`config.mk`:
```
export PLATFORM = sky130hd
export DESIGN_NAME = prot_dp
export DESIGN_NICKNAME = d
export VERILOG_FILES = /design/src/rtl/prot_pkg.sv /design/src/rtl/prot_dp.sv
export SDC_FILE = /design/constraint.sdc
export NUM_CORES = 1
export LEC_CHECK = 0
export ABC_AREA = 0
export BUFFER_PORTS_ARGS = -buffer_cell sky130_fd_sc_hd__buf_2
export CORE_ASPECT_RATIO = 1.5
export CORE_UTILIZATION = 50
export DETAILED_ROUTE_END_ITERATION = 12
export PLACE_DENSITY = 0.78
export SYNTH_ARGS = -nofsm -noshare
export SYNTH_HDL_FRONTEND = slang
export SYNTH_SLANG_ARGS = --single-unit
```
`constraint.sdc`:
```
create_clock -name clk -period 3.3 [get_ports clk]
set_clock_uncertainty 0.1 [all_clocks]
set_input_delay 0.33 -clock clk [delete_from_list [all_inputs] [get_ports clk]]
set_output_delay 0.33 -clock clk [all_outputs]
set_load 0.03 [all_outputs]
```
`src/rtl/prot_pkg.sv`:
```
package prot_pkg;

  typedef enum logic [1:0] {
    ACC_READ  = 2'b00,
    ACC_WRITE = 2'b01,
    ACC_FETCH = 2'b10,
    ACC_RSVD  = 2'b11
  } acc_t;

  // page protection codes with special meaning
  localparam logic [1:0] PP_LOCKED  = 2'b00;
  localparam logic [1:0] PP_NOWRKEY = 2'b01;
  localparam logic [1:0] PP_RDONLY  = 2'b11;

  // domain override codes
  localparam logic [1:0] DOM_PAGE = 2'b01;
  localparam logic [1:0] DOM_FREE = 2'b11;

  typedef struct packed {
    logic loadReg;
    logic checkEn;
  } ctrl_strobe_t;

endpackage

```
`src/rtl/prot_dp.sv`:
```
module prot_dp
  import prot_pkg::*;
#(
  parameter int NUM_GROUPS = 16,
  parameter int FIELD_W    = 2,
  localparam int REG_W     = NUM_GROUPS * FIELD_W,
  localparam int GROUP_W   = $clog2(NUM_GROUPS)
) (
  input  logic               clk,
  input  logic               rstN,
  input  ctrl_strobe_t       strobes,
  input  logic [REG_W-1:0]   wrData,
  input  logic               modeDomain,
  input  logic [GROUP_W-1:0] groupId,
  input  logic [1:0]         pageProt,
  input  logic               isUser,
  input  logic [1:0]         accType,
  output logic               permit,
  output logic               denyHit
);

  logic [REG_W-1:0]   protReg;
  logic [FIELD_W-1:0] fieldArr [NUM_GROUPS];
  logic [FIELD_W-1:0] field;
  logic               isWrite;
  logic               pageOnly;
  logic               keyBit;
  logic               segPermit;
  logic               domPermit;

  always_ff @(posedge clk) begin
    if (!rstN)                protReg <= '0;
    else if (strobes.loadReg) protReg <= wrData;
  end

  for (genvar g = 0; g < NUM_GROUPS; g++) begin : gField
    assign fieldArr[g] = protReg[g*FIELD_W +: FIELD_W];
  end

  assign field   = fieldArr[groupId];
  assign isWrite = (acc_t'(accType) == ACC_WRITE);

  // page bits applied with no key and no override
  assign pageOnly = (pageProt == PP_RDONLY) ? !isWrite : 1'b1;

  assign keyBit = isUser ? field[0] : field[1];

  always_comb begin
    segPermit = pageOnly;
    if (keyBit) begin
      if (pageProt == PP_LOCKED)       segPermit = 1'b0;
      else if (pageProt == PP_NOWRKEY) segPermit = !isWrite;
    end
  end

  always_comb begin
    case (field)
      DOM_FREE: domPermit = 1'b1;
      DOM_PAGE: domPermit = pageOnly;
      default:  domPermit = 1'b0;
    endcase
  end

  assign permit  = modeDomain ? domPermit : segPermit;
  assign denyHit = strobes.checkEn & ~permit;

endmodule

```
==> reports/metrics.csv <==
stage,metric,value,unit
status,result of the run,completed,
timing,Total Neg Setup Slack,0,ns
job,reported max-cap violation count,0,
placed_design,area of placed instances,1833,sq um
synth,total number of yosys warnings,0,
power_and_ir_drop,P_int,0.6528,mW
clock_tree,number of clock buffers inserted by TritonCTS,5,
critical_path,required time at the worst-slack endpoint,2.87,ns
timing,final hold vios,0,
power_and_ir_drop,LEAKAGE,0.8869,nW
synth,"area leader, netlist",sky130_fd_sc_hd__dfxtp_1,
detailed_routing,via/cell ratio,5.234,
worst_hold_path,worst hold stages,3,
power_and_ir_drop,Switching Fraction,23.81,%
detailed_routing,number of remaining DRC errors,0,
critical_path,beginning of the worst register-to-register path,protReg[30],
detailed_routing,routed via count,1209,
critical_path,critical setup path kind,input pin to output pin,
layout,# diodes,0,
floorplanning,number of ports placed on the die boundary,48,
timing,unrepaired setup endpoints after global routing,false,
placed_design,routability congestion estimate from global placement,0.7149,
critical_path,Worst setup EP type,output pin,
timing,maximum achievable frequency,0.3936,GHz
power_and_ir_drop,share of power burned in registers,49.3,%
timing,count of endpoints failing setup in the final report,0,
synth,Syn Inst Count,147,
layout,cell area after layout,1923,sq um
timing,headroom to the max-slew limit,39.18,%
global_routing,first-pass GRT wire length,5057,um
floorplanning,chip width,48.27,um
synth,Post-Synthesis Net Count,193,
critical_path,max incr delay on CP,0.62,ns
layout,fraction of layout cells with a size suffix above 1,32.29,%
power_and_ir_drop,largest vdd supply drop,438.4,uV
placed_design,post-place setup slack,0.7663,ns
timing,worst-margin pin slew,0.9122,ns
detailed_routing,total wire length after detailed routing,3192,um
power_and_ir_drop,logic gate share of total power,15.9,%
critical_path,Crit. path cell count,7,
critical_path,CP top delay family,multiplexers,
synth,flop and latch count out of synthesis,32,
floorplanning,die span in y,71.40,um
worst_hold_path,worst min path class,input pin to register,
clock_tree,Post-CTS Repair Setup Buffers,0,
critical_path,arrival time reported for the critical path endpoint,2.11,ns
global_routing,total grt overflow,0,
synth,cell area after technology mapping,1605,sq um
clock_tree,CTS max path bufs,2,
timing,post-route fraction of the period consumed by the critical path,76.98,%
layout,fin nets,237,
clock_tree,TritonCTS clock tree,built,
detailed_routing,DR pass1 iterations,3,
critical_path,Register-to-Register Path Depth,2,
layout,largest reg by FF count,protReg,
critical_path,type of origin of the critical path,input pin,
layout,Regs by FF count,protReg: 32 flops,
floorplanning,cell row count,24,
detailed_routing,number of DRC violations after detailed-routing iteration 0,14,
floorplanning,die footprint,3446,sq um
synth,fraction of synthesized cell area taken by the top area cell type,39.91,%
critical_path,FF-to-FF setup slack,2.52,ns
timing,number of max-slew violations in the final report,0,
clock_tree,sinks on the clock net,32,
clock_tree,Clock H-tree levels,2,
critical_path,CP dominant cell by count,sky130_fd_sc_hd__buf_2,
power_and_ir_drop,power density of the placed cells,445.5,nW/um^2
floorplanning,core region area,2973,sq um
floorplanning,Initial Util,54.00,%
global_routing,global router's overall resource usage,20.58,%
layout,relative area change from synthesis to final layout,19.80,%
synth,largest cells by area after synthesis,"sky130_fd_sc_hd__dfxtp_1 40%, sky130_fd_sc_hd__mux2i_1 24%, sky130_fd_sc_hd__nor2b_1 14%",
worst_hold_path,terminating pin of the worst hold path,protReg[13],
detailed_routing,per-cell routed wire length,13.82,um
global_routing,via count of the first global-routing pass,1206,
placed_design,quantity of I/O buffers inserted on ports,47,
synth,average cell area after synthesis,10.92,sq um
layout,max FFs per register,32,
clock_tree,Clk Tree Root Cell,sky130_fd_sc_hd__clkbuf_8,
global_routing,maximum number of pins on one net before global-route repair,33,
clock_tree,worst-skew pair later-pin latency,0.27,ns
timing,Period minus WS final,2.540,ns
worst_hold_path,beginning of the worst hold path,wrData[13],
critical_path,endpoint of the most critical register-to-register path,protReg[30],
critical_path,Crit path buffers/inverters,2,
timing,post-route worst setup slack,0.7597,ns
critical_path,critical path cell sequence,buf_2 > mux4_1 > a22oi_2 > o21ai_1 > o221ai_1 > nor3b_2 > buf_2,
layout,final core utilization,64.69,%
power_and_ir_drop,net switching power figure,0.2040,mW
clock_tree,clock transition at the registers of the reported paths,0.06,ns
synth,portion of the post-synthesis area used by sequential elements,39.91,%
detailed_routing,count of antenna-violating nets left after detailed routing,0,
critical_path,maximum fanout encountered on the critical timing path,12,
timing,worst-case hold slack,0.2130,ns
placed_design,DP HPWL,2481,um
clock_tree,number of instances resized during post-cts repair,0,
power_and_ir_drop,fraction of power consumed by the clock network,34.7,%
clock_tree,cts-stage hold buffer count,0,
synth,Cell variety after synth,27,
critical_path,critical path's slowest cell,sky130_fd_sc_hd__mux4_1,
global_routing,antenna violations before repair,0,
## through the flow
stage,cells,total power [mW]
finish,231,0.8568
global route,231,0.8992
CTS,231,0.8640
detailed placement,223,0.5688
global placement,223,0.5618
floorplan,147,0.5225
## logic make-up after synthesis
logic type	share of synthesized area (%)
AND/OR/NAND/NOR	18.32
multiplexers	32.97
flip-flops	39.91
buffers and inverters	3.975
AO/OA/AOI/OAI	4.832
## power by group through the flow
stage,registers [mW],clock network (mW),logic (mW)
after CTS,0.423,0.303,0.138
final,0.423,0.298,0.136
after floorplan,0.426,0,0.0970
after detailed placement,0.431,0,0.137
after global routing,0.425,0.325,0.150
after global placement,0.431,0,0.130
## per-layer routing
metal	wire (um)	global-route usage, %	up-vias	part of all wire, %
li1	-	-	602	-
met1	1201	21.51	570	38
met2	1811	37.19	31	57
met3	123	4.534	6	3.9
met4	56	7.407	0	1.8
met5	0	0	-	0
## worst min-delay path, stage by stage
cell	delay, ns
sky130_fd_sc_hd__buf_2	0.07
sky130_fd_sc_hd__mux2i_1	0.06
sky130_fd_sc_hd__nor2b_1	0.09
## layout by cell type (no fill, tap or decap), drive strengths merged
cell type	netlist	routed
o2111ai	2	2
nand4	1	1
nor2	4	4
a22oi	1	1
nor2b	35	35
nor3	2	2
mux2	2	2
a22o	1	1
o21ai	2	2
clkbuf	5	8
nand3	1	1
nand2	2	2
mux4	5	5
inv	2	2
o221ai	1	1
mux2i	39	39
nand2b	2	2
o211ai	1	1
buf	5	47
dfxtp	32	32
nor3b	1	1
o22ai	1	1
## Yosys cell counts (all sizes together)
library cell / count
a22o: 1
o211ai: 1
nand2b: 2
mux2: 2
nor3b: 1
clkbuf: 5
nor3: 2
a22oi: 1
nor2: 4
nand4: 1
nor2b: 35
o21ai: 2
o22ai: 1
nand2: 2
buf: 5
o221ai: 1
o2111ai: 2
dfxtp: 32
mux2i: 39
mux4: 5
nand3: 1
inv: 2
## worst max path at each step
stage,endpoint,from
floorplan,denyHit,groupId[3]
global placement,denyHit,groupId[2]
detailed placement,denyHit,groupId[2]
CTS,denyHit,groupId[2]
global route,denyHit,groupId[2]
finish,denyHit,groupId[2]
## area by class of cell
type | instances | area (sq um)
Inverter | 2 | 7.507
Multi-Input combinational cell | 103 | 900.9
Sequential cell | 32 | 640.6
Tap cell | 39 | 48.80
Fill cell | 265 | 1050
Timing Repair Buffer | 47 | 235.2
Clock buffer | 8 | 90.09
No activity file was read; power rests on OpenSTA's default activity.
